**config.mk**
```make
export PLATFORM = sky130hd
export DESIGN_NAME = uart_frame_tx
export DESIGN_NICKNAME = d
export VERILOG_FILES = /design/src/rtl/utx_pkg.sv /design/src/rtl/utx_baud.sv /design/src/rtl/utx_hold.sv /design/src/rtl/utx_shift.sv /design/src/rtl/uart_frame_tx.sv
export SDC_FILE = /design/constraint.sdc
export NUM_CORES = 1
export LEC_CHECK = 0
export ABC_CLOCK_PERIOD_IN_PS = 7300
export BUFFER_PORTS_ARGS = -buffer_cell sky130_fd_sc_hd__buf_4
export CAP_MARGIN = 20
export CORE_MARGIN = 2
export CORE_UTILIZATION = 59
export DETAILED_ROUTE_END_ITERATION = 7
export PLACE_DENSITY = 0.8
export SLEW_MARGIN = 0
export SYNTH_ARGS = -nofsm -noshare
export SYNTH_HDL_FRONTEND = slang
export SYNTH_SLANG_ARGS = --single-unit
export TNS_END_PERCENT = 1
```
**constraint.sdc**
```tcl
create_clock -name clk -period 7.3 [get_ports clk]
set_input_delay 2.19 -clock clk [delete_from_list [all_inputs] [get_ports clk]]
set_output_delay 2.19 -clock clk [all_outputs]
set_load 0.01 [all_outputs]
```
**src/rtl/utx_pkg.sv**
```systemverilog
package utx_pkg;

  localparam int BYTE_W = 8;

  typedef enum logic [2:0] {
    ST_IDLE  = 3'd0,
    ST_START = 3'd1,
    ST_DATA  = 3'd2,
    ST_PAR   = 3'd3,
    ST_STOP  = 3'd4
  } tx_state_e;

  typedef struct packed {
    logic [1:0] len_code;
    logic       long_stop;
    logic       par_on;
    logic       par_even;
  } frame_cfg_t;

  // number of data bits carried for a length code
  function automatic logic [3:0] data_bits(input logic [1:0] code);
    return 4'd5 + {2'b00, code};
  endfunction

  // length of the stop interval in ticks, given the ticks per bit
  function automatic logic [7:0] stop_ticks(input frame_cfg_t f, input logic [7:0] ovs);
    if (!f.long_stop)
      return ovs;
    else if (f.len_code == 2'b00)
      return ovs + (ovs >> 1);
    else
      return ovs << 1;
  endfunction

  // parity bit over the data bits actually sent
  function automatic logic par_bit(input logic [BYTE_W-1:0] d, input logic [1:0] code,
                                   input logic even);
    logic [BYTE_W-1:0] mask;
    mask = 8'hFF >> (2'd3 - code);
    return (^(d & mask)) ^ ~even;
  endfunction

endpackage

```
**src/rtl/utx_baud.sv**
```systemverilog
module utx_baud #(
  parameter int DIV_W = 16
) (
  input  logic             clk,
  input  logic             rst_n,
  input  logic             clr,
  input  logic [DIV_W-1:0] divisor,
  output logic             tick
);
  logic [DIV_W-1:0] cnt;
  logic [DIV_W-1:0] limit;

  assign limit = (divisor == '0) ? DIV_W'(1) : divisor;
  assign tick  = (cnt >= limit - DIV_W'(1));

  always_ff @(posedge clk) begin
    if (!rst_n)
      cnt <= '0;
    else if (clr || tick)
      cnt <= '0;
    else
      cnt <= cnt + DIV_W'(1);
  end
endmodule

```
**src/rtl/utx_hold.sv**
```systemverilog
module utx_hold #(
  parameter int W = 8
) (
  input  logic         clk,
  input  logic         rst_n,
  input  logic         wr_stb,
  input  logic [W-1:0] wr_data,
  input  logic         take,
  output logic [W-1:0] data_q,
  output logic         full
);
  always_ff @(posedge clk) begin
    if (!rst_n)
      full <= 1'b0;
    else if (wr_stb)
      full <= 1'b1;
    else if (take)
      full <= 1'b0;
  end

  always_ff @(posedge clk) begin
    if (!rst_n)
      data_q <= '0;
    else if (wr_stb)
      data_q <= wr_data;
  end
endmodule

```
**src/rtl/utx_shift.sv**
```systemverilog
module utx_shift
  import utx_pkg::*;
#(
  parameter int OVERSAMPLE = 16
) (
  input  logic              clk,
  input  logic              rst_n,
  input  logic              tick,
  input  logic              hold_full,
  input  logic [BYTE_W-1:0] hold_data,
  input  frame_cfg_t        cfg_in,
  output logic              load,
  output logic              bit_done,
  output logic              txd,
  output logic              in_idle,
  output logic              in_start,
  output logic              in_stop
);
  localparam logic [7:0] OVS = 8'(OVERSAMPLE);

  tx_state_e         state;
  frame_cfg_t        cfg_q;
  logic [BYTE_W-1:0] shreg;
  logic              par_q;
  logic [7:0]        tick_cnt;
  logic [2:0]        bit_idx;
  logic [7:0]        end_ticks;
  logic              last_data;

  assign load      = (state == ST_IDLE) && hold_full;
  assign end_ticks = (state == ST_STOP) ? stop_ticks(cfg_q, OVS) : OVS;
  assign bit_done  = tick && (tick_cnt == end_ticks - 8'd1);
  assign last_data = ({1'b0, bit_idx} == data_bits(cfg_q.len_code) - 4'd1);

  always_ff @(posedge clk) begin
    if (!rst_n) begin
      state    <= ST_IDLE;
      cfg_q    <= '0;
      shreg    <= '0;
      par_q    <= 1'b0;
      tick_cnt <= '0;
      bit_idx  <= '0;
    end else if (state == ST_IDLE) begin
      if (load) begin
        cfg_q    <= cfg_in;
        shreg    <= hold_data;
        par_q    <= par_bit(hold_data, cfg_in.len_code, cfg_in.par_even);
        tick_cnt <= '0;
        bit_idx  <= '0;
        state    <= ST_START;
      end
    end else if (tick) begin
      if (bit_done) begin
        tick_cnt <= '0;
        unique case (state)
          ST_START: begin
            bit_idx <= '0;
            state   <= ST_DATA;
          end
          ST_DATA: begin
            shreg <= shreg >> 1;
            if (last_data)
              state <= cfg_q.par_on ? ST_PAR : ST_STOP;
            else
              bit_idx <= bit_idx + 3'd1;
          end
          ST_PAR:  state <= ST_STOP;
          ST_STOP: state <= ST_IDLE;
          default: state <= ST_IDLE;
        endcase
      end else begin
        tick_cnt <= tick_cnt + 8'd1;
      end
    end
  end

  always_comb begin
    unique case (state)
      ST_START: txd = 1'b0;
      ST_DATA:  txd = shreg[0];
      ST_PAR:   txd = par_q;
      default:  txd = 1'b1;
    endcase
  end

  assign in_idle  = (state == ST_IDLE);
  assign in_start = (state == ST_START);
  assign in_stop  = (state == ST_STOP);
endmodule

```
**src/rtl/uart_frame_tx.sv**
```systemverilog
module uart_frame_tx
  import utx_pkg::*;
#(
  parameter int DIV_W      = 16,
  parameter int OVERSAMPLE = 16
) (
  input  logic       clk,
  input  logic       rst_n,
  input  logic [7:0] div_lo,
  input  logic [7:0] div_hi,
  input  logic [1:0] lcr_len,
  input  logic       lcr_stop,
  input  logic       lcr_par_en,
  input  logic       lcr_par_even,
  input  logic [7:0] wr_data,
  input  logic       wr_stb,
  output logic       txd,
  output logic       thr_empty
);
  logic [DIV_W-1:0]  divisor;
  frame_cfg_t        cfg_now;
  logic              bit_tick;
  logic              frame_load;
  logic              bit_done;
  logic              hold_full;
  logic [BYTE_W-1:0] hold_data;
  logic              in_idle;
  logic              in_start;
  logic              in_stop;

  assign divisor = DIV_W'({div_hi, div_lo});
  assign cfg_now = '{len_code: lcr_len, long_stop: lcr_stop,
                     par_on: lcr_par_en, par_even: lcr_par_even};

  utx_baud #(.DIV_W(DIV_W)) baud_i (
    .clk(clk), .rst_n(rst_n), .clr(frame_load), .divisor(divisor), .tick(bit_tick)
  );

  utx_hold #(.W(BYTE_W)) hold_i (
    .clk(clk), .rst_n(rst_n), .wr_stb(wr_stb), .wr_data(wr_data),
    .take(frame_load), .data_q(hold_data), .full(hold_full)
  );

  utx_shift #(.OVERSAMPLE(OVERSAMPLE)) shift_i (
    .clk(clk), .rst_n(rst_n), .tick(bit_tick), .hold_full(hold_full),
    .hold_data(hold_data), .cfg_in(cfg_now), .load(frame_load),
    .bit_done(bit_done), .txd(txd), .in_idle(in_idle), .in_start(in_start),
    .in_stop(in_stop)
  );

  assign thr_empty = ~hold_full;
endmodule

```
# ---- Word-level counts from Yosys, hierarchy flattened
# Cells that the tools add are included.
dict set report totals {
  ff_bits 52
  elab_cells 82
  in_bits 32
  output_inout_bits 2
  rom_bits 0
  latch_bits 0
  memories 0
  ram_bits 0
}
dict set report op_classes {
  n_shift 1
  bitwise 5
  mul 0
  n_lt_le_gt_ge 1
  add_sub_neg 8
  n_eq_ne 9
  div_mod_pow 0
  mux 29
  reduce_logical 18
}
# operator n
set op_table {}
lappend op_table {{$mux 8} 9}
lappend op_table {{$mux 3} 11}
lappend op_table {{$mux 6} 3}
lappend op_table {{$add 16x1->16 const B} 1}
lappend op_table {{$ge 16x16->1} 1}
lappend op_table {{$logic_not 16->1} 1}
lappend op_table {{$mux 16} 1}
lappend op_table {{$sub 16x1->16 const B} 1}
lappend op_table {{$pmux 3 s3} 1}
lappend op_table {{$add 8x1->8 const B} 1}
lappend op_table {{$and 8x8->8} 1}
lappend op_table {{$eq 8x8->1} 1}
lappend op_table {{$reduce_and 4->1} 2}
lappend op_table {{$reduce_bool 2->1} 4}
lappend op_table {{$reduce_xor 8->1} 1}
lappend op_table {{$shr 8x2->8 const A} 1}
lappend op_table {{$sub 8x1->8 const B} 1}
lappend op_table {{$eq 3x2->1 const B} 2}
lappend op_table {{$pmux 3 s2} 1}
lappend op_table {{$reduce_and 5->1} 1}
lappend op_table {{$add 3x2->4 const A} 1}
lappend op_table {{$eq 3x4->1} 1}
lappend op_table {{$reduce_and 2->1} 2}
lappend op_table {{$sub 4x1->4 const B} 1}
lappend op_table {{other kinds (17)} 21}

# ---- Logic depth before layout (Yosys ltp)
# Gate-level depths: netlist of run 1.
dict set report logic_depth {
  depth_word 10
  ltp_mapped 18
  mapped_depth_nobuf 17
}

# ---- Hierarchy
# A second synthesis of run 1 with hierarchy kept.
dict set report unflattened {
  hier_cells 403
  area_unflattened_um2 3474.6
}
# module seq_area_each_um2 cells_per_inst n_inst area_per_inst_um2
set modules_own_cells {}
lappend modules_own_cells {utx_shift 540.5 203 1 1786.7}
lappend modules_own_cells {utx_baud 320.3 171 1 1348.8}
lappend modules_own_cells {utx_hold 180.2 28 1 335.3}
lappend modules_own_cells {uart_frame_tx 0.0 1 1 3.8}

# ---- Least setup slack after synthesis of run 1
# No wires, ideal clock.
dict set report synth_path {
  kind {input -> register}
  start {input div_lo[5]}
  end {register shift_i.shreg[4]}
  t_arrival_ps 5735
  path_buffers 1
  setup_time_ps 139
  setup_slack_ps 1426
  cell_stages 17
  t_required_ps 7161
  cell_sequence {or4_1 > nor4_1 > nand2b_1 > nor2_1 > a31oi_1 > ha_1 > nand2_1 > nor4_1 > xnor2_1 > ha_1 > nand2_1 > or2_2 > o211ai_1 > nand4_2 > buf_6 > a221oi_2 > a311oi_1}
}
dict set report synth_via {
  elab_chain_cells 7
  elab_cells_between_ends 8
  cone_classes {add/sub: 1; order compare: 1; mux: 1; reduce/logical: 5}
}
# item line_no
set synth_rtl {}
lappend synth_rtl {{start, declared} uart_frame_tx.sv:9} ;# input logic [7:0] div_lo,
lappend synth_rtl {{$logic_not 16->1} utx_baud.sv:13} ;# assign limit = (divisor == '0) ? DIV_W'(1) : divisor;
lappend synth_rtl {{$mux 16 *} utx_baud.sv:13}
lappend synth_rtl {{$sub 16x1->16 *} utx_baud.sv:14} ;# assign tick = (cnt >= limit - DIV_W'(1));
lappend synth_rtl {{$ge 16x16->1 *} utx_baud.sv:14}
lappend synth_rtl {{$logic_and 1x1->1} utx_shift.sv:32} ;# assign bit_done = tick && (tick_cnt == end_ticks - 8'd1);
lappend synth_rtl {{$reduce_bool 2->1 (no source line)} -}
lappend synth_rtl {{$reduce_and 4->1 (no source line) *} -}
lappend synth_rtl {{end signal, assigned} utx_shift.sv:46} ;# shreg <= hold_data;
lappend synth_rtl {{end signal, assigned} utx_shift.sv:61} ;# shreg <= shreg >> 1;
lappend synth_rtl {{end, declared} utx_shift.sv:23} ;# logic [BYTE_W-1:0] shreg;
# Every way passes the cells marked *; elsewhere a longest branch is shown, timed or not.
# A chain may end at the register's enable or synchronous reset.

# ---- Worst setup path in the final report of run 1
dict set report layout_path {
  start {input div_lo[5]}
  end {register shift_i.shreg[0]}
}
# Same word-level chain as after synthesis.

==> flow_summary_export.csv, run 1 <==
group,metric,value,unit
run_status,status,"finished clean",
logic_synthesis,async_flop_share,0,%
drt,antenna_left,0,
placement,post-place-ws,0.657,ns
finish,drive_above_1_share,12.6,%
logic_synthesis,syn_avg_cell_area,8.37,µm²
flow_run,maxCapViolCount,0,
global_routing,grtUsageTotal,22.9,%
global_routing,grt_start_max_net_pins,31,
logic_synthesis,synth_nets,429,
sta,hold_violations,0,
die,rows,26,
drt,first_pass_iters,4,
die,die_area,0.00593,mm²
logic_synthesis,ys_seq_area_share,33.1,%
hold_path,hp-class,"register to register",
sta,worstMarginPinSlew,0.972,ns
global_routing,busiest_layer,"met2",
logic_synthesis,synth_area_leaders,"dfxtp_1 (33%), ha_1 (8.3%), xnor2_1 (7.2%)",
clock_tree,post_cts_buffers,0,
power,power_density,162,mW/mm²
hold_path,hp-start,"shift_i.par_q$_SDFFE_PN0P_",
clock_tree,path_clk_slew,0.09,ns
finish,multi_input_area,0.00199,mm²
sta,slew_headroom,35.1,%
finish,regArea,0.00104,mm²
logic_synthesis,netlist_area,0.00315,mm²
logic_synthesis,synth_top_area_share,33.1,%
drt,routed_via_density,5.78,
sta,setup_violations,0,
die,core_area,0.00514,mm²
sta,setup_tns,0,ns
global_routing,antenna_found_initial,0,
setup_path,slowest_stage,"or4_1",
sta,drv_slew,0,
setup_path,path_max_fanout,15,
clock_tree,clock_tree.buffer_depth,2,
global_routing,grtUsageMet2,41.5,%
logic_synthesis,synth_ff_type,"dfxtp_1",
finish,n_fill_cell,463,
hold_path,hold_depth,2,
logic_synthesis,postSynthCellCount,376,
setup_path,critPathRequiredTime,7.45,ns
die,fp.dieW,77.0,µm
setup_path,worst_setup_path_start_kind,"primary input",
die,start_util,61.2,%
setup_path,arrival,6.49,ns
drt,vias,2742,
setup_path,critPathKind,"primary input to register",
placement,gp_congestion,0.872,
setup_path,startpoint,"div_lo[5]",
power,power,0.572,mW
sta,fin_hold_ws,0.464,ns
clock_tree,cts.sinks,52,
setup_path,timing.rr.start,"shift_i.state[1]$_SDFFE_PN0P_",
placement,place_hpwl,4990,µm
global_routing,overflow,0,
clock_tree,cts_buffers,5,
logic_synthesis,ys_seq_elements,52,
drt,drc_errors,0,
sta,post-route-min-period,6.34,ns
logic_synthesis,yosysMostFrequentCell,"dfxtp_1",
drt,routedWlPerCell,13.9,µm
finish,final_cell_area,0.00352,mm²
logic_synthesis,yosysTopAreaCell,"dfxtp_1",
power,leakagePower,1.34,nW
global_routing,grtUsageMet3,3.53,%
finish,area_growth,11.9,%
drt,drtIter0Drc,166,
clock_tree,cts_hold_buf,0,
sta,finClkSkew,0.00831,ns
clock_tree,cts_resized,0,
global_routing,grt_pass1_wl,11200,µm
setup_path,critPathCaptureType,"register",
logic_synthesis,yosys_warnings,0,
drt,drt_wl_total,6600,µm
logic_synthesis,synth_cell_types,52,
clock_tree,worstSkewPairLatency,0.32,ns
placement,place_area,0.00343,mm²
clock_tree,cts_tree,"built",
logic_synthesis,synth-edff-count,0,
setup_path,cp_cell_sequence,"buf_4, or4_1, nor4_1, nand2b_1, nor2_1, a31oi_1, ha_1, nand2_1, nor2_1, xnor2_1, ha_1, nand3_1, or2_2, o211ai_1, nand4_2, a221oi_1, a311oi_1",
placement,io_buffers,33,
die,io_pins,34,
finish,num-nets-final,456,
global_routing,use_met1,27.8,%
sta,rsz0062_at_grt,"no",
sta,clock.fmax,0.158,GHz
setup_path,r2r_cells,10,
power,vdd_drop_max,0.000116,V
sta,period_share,86.8,%
clock_tree,cts.root.buffer_cell,"clkbuf_8",
logic_synthesis,synth_common_cells,"dfxtp_1 (52), nor2_1 (46), nand2_1 (40)",
global_routing,grt_pass1_vias,2608,
clock_tree,cts_max_level,2,
die,die_h,77.0,µm
setup_path,slowest_delay,0.58,ns
finish,n_antenna_cell,0,
sta,layout_setup_ws,0.961,ns
## path summary, 6_finish.rpt
kind / to / slack (ns)
setup / recovery: shift_i.shreg[0]$_SDFFE_PN0P_ / 0.96
hold / removal: shift_i.par_q$_SDFFE_PN0P_ / 0.46
setup reg to reg: shift_i.shreg[0]$_SDFFE_PN0P_ / 3.64
hold reg to reg: shift_i.par_q$_SDFFE_PN0P_ / 0.46
## registers in the layout (all words and copies together), names as in the netlist
signal            cells
baud_i.cnt           16
hold_i.data_q         8
hold_i.full           1
shift_i.bit_idx       3
shift_i.cfg_q         4
shift_i.par_q         1
shift_i.shreg         8
shift_i.state         3
shift_i.tick_cnt      8
## kinds of logic after synthesis
| logic type | share of synthesized area [%] |
|---|---|
| simple gates | 24.9 |
| compound gates | 15.6 |
| flops | 33.1 |
| xor+xnor | 12.0 |
| buf+inv | 3.58 |
| fa+ha+maj | 8.35 |
| mux | 2.54 |
## cell type report
class | instances | share of cell area [%]
multi-input combinational | 296 | 56.6
sequential | 52 | 29.6
timing repair buffer | 33 | 7.03
tap | 70 | 2.49
clock buffer | 5 | 1.95
inverter | 15 | 1.60
clock inverter | 3 | 0.782
## metrics by stage
stage / instances / util [%]
after floorplan: 376 / -
after global placement: 466 / 66.7
after detailed placement: 466 / 66.7
after CTS: 474 / 68.5
after global routing: 474 / 68.5
final: 474 / 68.5
## power breakdown
group	leakage (nW)	internal (mW)	total [mW]	switching, mW
Clock	0.0463	0.0706	0.175	0.104
Combinational	0.866	0.0430	0.0913	0.0484
Sequential	0.423	0.294	0.305	0.0110
## layout by cell type (no fill, tap or decap), types with 5 or more instances in the layout
cell type / synthesis / routed
buf_4: 0 / 33
xnor2_1: 26 / 26
o211ai_1: 5 / 5
nor3_1: 5 / 5
a221oi_1: 5 / 5
a311oi_1: 7 / 7
dfxtp_1: 52 / 52
o21ai_0: 8 / 8
nor2b_1: 7 / 7
clkbuf_8: 0 / 5
inv_1: 15 / 15
nand2_1: 40 / 40
a21oi_1: 18 / 18
xor2_1: 17 / 17
mux2i_1: 8 / 8
nand3_1: 21 / 21
or3_1: 5 / 5
nor2_1: 46 / 46
ha_1: 21 / 21
## metal layers
metal	vias up	part of all wire (%)	wire (µm)
met5	-	0	0
met3	9	2.7	180
met2	40	49	3260
li1	1401	-	-
met1	1292	47	3080
met4	0	1.2	82
## worst max-delay path, delay by kind of cell
family	cells	cell delay, ns
adders and majority gates	2	0.55
xor gates and xnor gates	1	0.14
AOI/OAI and AO/OA	4	1.17
and+or+nand+nor	9	2.33
buffers and inverters	1	0.13
(Power assumes the default switching activity.)
==> run 2, diff against run 1 <==
- CORE_MARGIN: 2 -> 3
==> run 2 against run 1 <==
Net effect:
- global-route usage is 0.26 points lower
- register-to-register slack hardly changed
- clock power is 15% higher
- largest power group unchanged
==> flow_summary_export.csv, run 2 (synthesized netlist as in run 1, its figures left out) <==
group,metric,value,unit
placement,place_hpwl,5050,µm
global_routing,grt_start_max_net_pins,31,
finish,regMostFlops,"baud_i.cnt",
setup_path,r2r_end,"shift_i.shreg[1]$_SDFFE_PN0P_",
clock_tree,cts_hold_buf,0,
sta,post-route-min-period,6.36,ns
sta,period_share,87.2,%
hold_path,hp-start,"shift_i.par_q$_SDFFE_PN0P_",
power,power,0.598,mW
clock_tree,clock_tree.buffer_depth,2,
finish,largest_reg_flops,16,
finish,n_antenna_cell,0,
clock_tree,post_cts_buffers,0,
clock_tree,cts_max_level,2,
clock_tree,cts_resized,0,
drt,drc_errors,0,
clock_tree,worstSkewPairLatency,0.31,ns
sta,hold_violations,0,
global_routing,grtUsageMet2,39.8,%
clock_tree,path_clk_slew,0.10,ns
sta,finClkSkew,0.00962,ns
sta,clock.fmax,0.157,GHz
setup_path,r2r_cells,10,
drt,routedWlPerCell,14.1,µm
placement,gp_congestion,0.828,
drt,drt_wl_total,6660,µm
die,die_h,79.0,µm
global_routing,grt_pass1_wl,11600,µm
global_routing,grt_pass1_vias,2612,
setup_path,critPathRequiredTime,7.46,ns
drt,vias,2764,
clock_tree,cts.root.buffer_cell,"clkbuf_8",
die,start_util,63.7,%
global_routing,overflow,0,
drt,first_pass_iters,5,
clock_tree,cts_buffers,5,
run_status,status,"finished clean",
sta,worstMarginPinSlew,0.975,ns
drt,routed_via_density,5.87,
placement,post-place-ws,0.692,ns
flow_run,maxCapViolCount,0,
setup_path,timing.rr.start,"shift_i.state[1]$_SDFFE_PN0P_",
clock_tree,cts.sinks,52,
setup_path,critPathKind,"primary input to register",
die,die_area,0.00625,mm²
sta,rsz0062_at_grt,"no",
global_routing,busiest_layer,"met2",
global_routing,use_met1,28.8,%
setup_path,critPathCaptureType,"register",
power,vdd_drop_max,0.000113,V
global_routing,antenna_found_initial,0,
setup_path,path_max_fanout,15,
drt,antenna_left,0,
drt,drtIter0Drc,163,
setup_path,worst_setup_path_start_kind,"primary input",
die,fp.dieW,79.0,µm
hold_path,hp-class,"register to register",
hold_path,hold_depth,2,
finish,drive_above_1_share,12.4,%
sta,layout_setup_ws,0.937,ns
finish,final_cell_mix,"dfxtp_1 (52), nor2_1 (46), nand2_1 (40), buf_4 (33), xnor2_1 (26)",
placement,io_buffers,33,
hold_path,min_to,"shift_i.par_q$_SDFFE_PN0P_",
clock_tree,cts_tree,"built",
global_routing,grtUsageMet3,3.74,%
power,leakagePower,1.35,nW
power,power_density,169,mW/mm²
die,rows,25,
die,core_area,0.00494,mm²
finish,final_cell_area,0.00353,mm²
placement,place_area,0.00342,mm²
sta,setup_violations,0,
finish,layout.cells.most_common,"dfxtp_1",
finish,area_growth,12.3,%
setup_path,rrSetupSlack,3.64,ns
sta,setup_tns,0,ns
sta,slew_headroom,34.8,%
setup_path,arrival,6.52,ns
die,io_pins,34,
sta,drv_slew,0,
global_routing,grtUsageTotal,22.6,%
finish,num-nets-final,456,
[run 2: cell count changes in the layout (fill, tap and decap cells not counted)]
cell / change
inv_8: -1
clkinvlp_4: -1
clkinv_4: -1
inv_6: +1
clkbuf_1: +1
bufinv_16: +1
[run 2: power breakdown]
group	internal, mW	total [mW]	switching (mW)
Clock	0.104	0.201	0.0976
Combinational	0.0429	0.0910	0.0480
Sequential	0.294	0.305	0.0107
[run 2: routing by layer]
metal / routed length (µm) / vias to the layer above / share of wire (%)
li1: - / 1400 / -
met1: 3030 / 1309 / 45
met2: 3330 / 50 / 50
met3: 242 / 5 / 3.6
met4: 55 / 0 / 0.83
met5: 0 / - / 0
[run 2: worst max-delay path, cell delays in order]
cell,delay [ns]
buf_4,0.13
or4_1,0.58
nor4_1,0.30
nand2b_1,0.14
nor2_1,0.24
a31oi_1,0.17
ha_1,0.26
nand2_1,0.19
nor2_1,0.10
xnor2_1,0.14
ha_1,0.29
nand3_1,0.07
or2_2,0.28
o211ai_1,0.46
nand4_2,0.45
a221oi_1,0.43
a311oi_1,0.08
[run 2: cell type report]
cell class	instances	area (µm²)
clock buffers	6	72.6
clock inverters	2	38.8
fillers	440	1410
inverters	15	56.3
multi-input cells	296	1990
flip-flops and latches	52	1040
well taps	67	83.8
repair buffers	33	248
[run 2: worst max path at each step]
| stage | startpoint | end | slack, ns | cells past startpoint |
|---|---|---|---|---|
| floorplan | div_lo[5] | shift_i.shreg[4]$_SDFFE_PN0P_ | 1.43 | 17 |
| global placement | div_lo[5] | shift_i.shreg[0]$_SDFFE_PN0P_ | 0.84 | 17 |
| detailed placement | div_lo[5] | shift_i.shreg[1]$_SDFFE_PN0P_ | 0.69 | 17 |
| CTS | div_lo[5] | shift_i.shreg[6]$_SDFFE_PN0P_ | 1.03 | 17 |
| global route | div_lo[5] | shift_i.shreg[6]$_SDFFE_PN0P_ | 0.58 | 17 |
| finish | div_lo[5] | shift_i.shreg[1]$_SDFFE_PN0P_ | 0.94 | 17 |
[run 2: metrics by stage]
| step | instances | util (%) | hold WS, ns |
|---|---|---|---|
| floorplan | 376 | - | 0.432 |
| global placement | 463 | 69.2 | 0.445 |
| detailed placement | 463 | 69.2 | 0.450 |
| CTS | 471 | 71.5 | 0.463 |
| global route | 471 | 71.5 | 0.499 |
| finish | 471 | 71.5 | 0.460 |
==> run 3, diff against run 2 <==
- ABC_CLOCK_PERIOD_IN_PS: 7300 -> 5120
- BUFFER_PORTS_ARGS: -buffer_cell sky130_fd_sc_hd__buf_4 -> unset
- CORE_UTILIZATION: 59 -> 60
- CTS_BUF_LIST: unset -> sky130_fd_sc_hd__clkbuf_2 sky130_fd_sc_hd__clkbuf_4 sky130_fd_sc_hd__clkbuf_8
- DONT_BUFFER_PORTS: unset -> 1
- PLACE_DENSITY: 0.8 -> 0.79
- clock period: 7.3 -> 5.12 ns (I/O delays scaled with it)
==> run 3 against run 2 <==
Net effect:
- design area fell by 3.3%
- utilization decreased by 1.5 points
- setup slack worse by 0.70 ns
- clock power increased by 24%
- critical path depth is the same
- total power up 32%
- via count decreased by 4.3%
- sequential power up 43%
- worst hold slack lost 0.00065 ns
- non-clock buffer count down 20
- critical endpoint is now shift_i.state[1]$_SDFFE_PN0P_
- largest power group unchanged
==> flow_summary_export.csv, run 3 (synthesized netlist as in run 1, its figures left out) <==
group,metric,value,unit
run_status,status,"finished clean",
global_routing,grt_pass1_wl,11200,µm
die,rows,25,
setup_path,timing.rr.start,"shift_i.state[1]$_SDFFE_PN0P_",
drt,first_pass_iters,4,
global_routing,grt_pass1_vias,2551,
die,io_pins,34,
sta,clock.fmax,0.205,GHz
clock_tree,cts_resized,0,
setup_path,r2r_cells,10,
sta,setup_violations,0,
die,die_h,78.4,µm
die,die_area,0.00615,mm²
die,core_area,0.00488,mm²
finish,finalNonFillerCells,451,
global_routing,overflow,0,
finish,final_cell_area,0.00342,mm²
die,fp.dieW,78.4,µm
hold_path,hold_depth,2,
setup_path,r2r_end,"shift_i.shreg[2]$_SDFFE_PN0P_",
finish,layout.cells.most_common,"dfxtp_1",
clock_tree,cts.root.buffer_cell,"clkbuf_8",
clock_tree,cts_tree,"built",
placement,place_area,0.00328,mm²
setup_path,critPathKind,"primary input to register",
global_routing,antenna_found_initial,0,
sta,worstMarginPinSlew,1.01,ns
sta,hold_violations,0,
drt,routed_via_density,5.86,
clock_tree,cts_max_level,2,
drt,routedWlPerCell,14.3,µm
finish,drive_above_1_share,9.90,%
setup_path,worst_setup_path_start_kind,"primary input",
sta,finClkSkew,0.00719,ns
finish,n_antenna_cell,0,
setup_path,critPathRequiredTime,5.35,ns
die,start_util,64.5,%
finish,largest_reg_flops,16,
placement,io_buffers,0,
clock_tree,cts_buffers,5,
sta,drv_slew,0,
sta,slew_headroom,32.6,%
clock_tree,cts_hold_buf,0,
placement,place_inst,443,
setup_path,arrival,5.12,ns
power,power,0.791,mW
drt,drtIter0Drc,157,
clock_tree,cts.sinks,52,
power,vdd_drop_max,0.000163,V
power,power_density,232,mW/mm²
sta,post-route-min-period,4.89,ns
clock_tree,worstSkewPairLatency,0.31,ns
setup_path,critPathCaptureType,"register",
placement,gp_congestion,0.847,
clock_tree,post_cts_buffers,0,
hold_path,min_to,"shift_i.par_q$_SDFFE_PN0P_",
hold_path,hp-start,"shift_i.par_q$_SDFFE_PN0P_",
sta,rsz0062_at_grt,"no",
finish,final_util,70.0,%
setup_path,rrSetupSlack,1.71,ns
finish,area_growth,8.55,%
clock_tree,path_clk_slew,0.10,ns
clock_tree,clock_tree.buffer_depth,2,
global_routing,grt_start_max_net_pins,31,
drt,vias,2645,
flow_run,maxCapViolCount,0,
finish,regMostFlops,"baud_i.cnt",
sta,period_share,95.5,%
placement,place_hpwl,4760,µm
power,leakagePower,1.24,nW
drt,drt_wl_total,6440,µm
sta,setup_tns,0,ns
global_routing,grtUsageTotal,22.2,%
drt,antenna_left,0,
finish,num-nets-final,436,
finish,final_cell_mix,"dfxtp_1 (52), nor2_1 (45), nand2_1 (38), xnor2_1 (26), ha_1 (21)",
hold_path,hp-class,"register to register",
setup_path,path_max_fanout,7,
drt,drc_errors,0,
==> run 3: how the worst max path moves through the flow <==
stage / start / end / slack [ns] / cells past startpoint
2_1_floorplan: div_lo[5] / shift_i.shreg[4]$_SDFFE_PN0P_ / 0.01 / 17
3_3_place_gp: div_lo[5] / shift_i.tick_cnt[5]$_SDFFE_PN0P_ / 0.06 / 16
3_5_place_dp: div_lo[5] / shift_i.tick_cnt[5]$_SDFFE_PN0P_ / -0.08 / 16
4_1_cts: div_lo[5] / shift_i.tick_cnt[5]$_SDFFE_PN0P_ / 0.22 / 16
5_1_grt: div_lo[5] / shift_i.state[1]$_SDFFE_PN0P_ / 0.02 / 17
6_report: div_lo[5] / shift_i.state[1]$_SDFFE_PN0P_ / 0.23 / 17
==> run 3: cell type report <==
| class | count | area [µm²] |
|---|---|---|
| Inverter | 15 | 56.3 |
| Timing Repair Buffer | 13 | 97.6 |
| Fill cell | 391 | 1460 |
| Tap cell | 67 | 83.8 |
| Sequential cell | 52 | 1040 |
| Clock buffer | 5 | 68.8 |
| Multi-Input combinational cell | 296 | 2040 |
| Clock inverter | 3 | 27.5 |
==> run 3: metal layers <==
layer / wire (µm) / vias up / track usage, %
li1: - / 1363 / -
met1: 2950 / 1226 / 27.7
met2: 3180 / 46 / 39.1
met3: 224 / 10 / 4.24
met4: 86 / 0 / 5.77
met5: 0 / - / 0
==> run 3: metrics by stage <==
step                      hold slack, ns  setup WS [ns]
after floorplan                    0.432         0.0106
after global placement             0.442         0.0619
after detailed placement           0.446        -0.0817
after CTS                          0.461          0.220
after global routing               0.502         0.0232
final                              0.459          0.233
==> run 3: critical path, cell delays in order <==
cell	delay (ns)
or4_1	0.59
nor4_4	0.17
nand2b_1	0.12
nor2_2	0.12
a31oi_1	0.12
ha_1	0.24
nand2_2	0.13
nor2_1	0.07
xnor2_1	0.13
ha_1	0.29
nand3_1	0.07
or2_2	0.30
o211ai_1	0.34
buf_4	0.21
nand3_4	0.11
or4_1	0.48
o211ai_1	0.10
==> run 3: power by group <==
part / switching [mW] / internal, mW / leakage (nW)
sequential: 0.0156 / 0.420 / 0.423
combinational: 0.0585 / 0.0484 / 0.766
clock: 0.148 / 0.101 / 0.0463
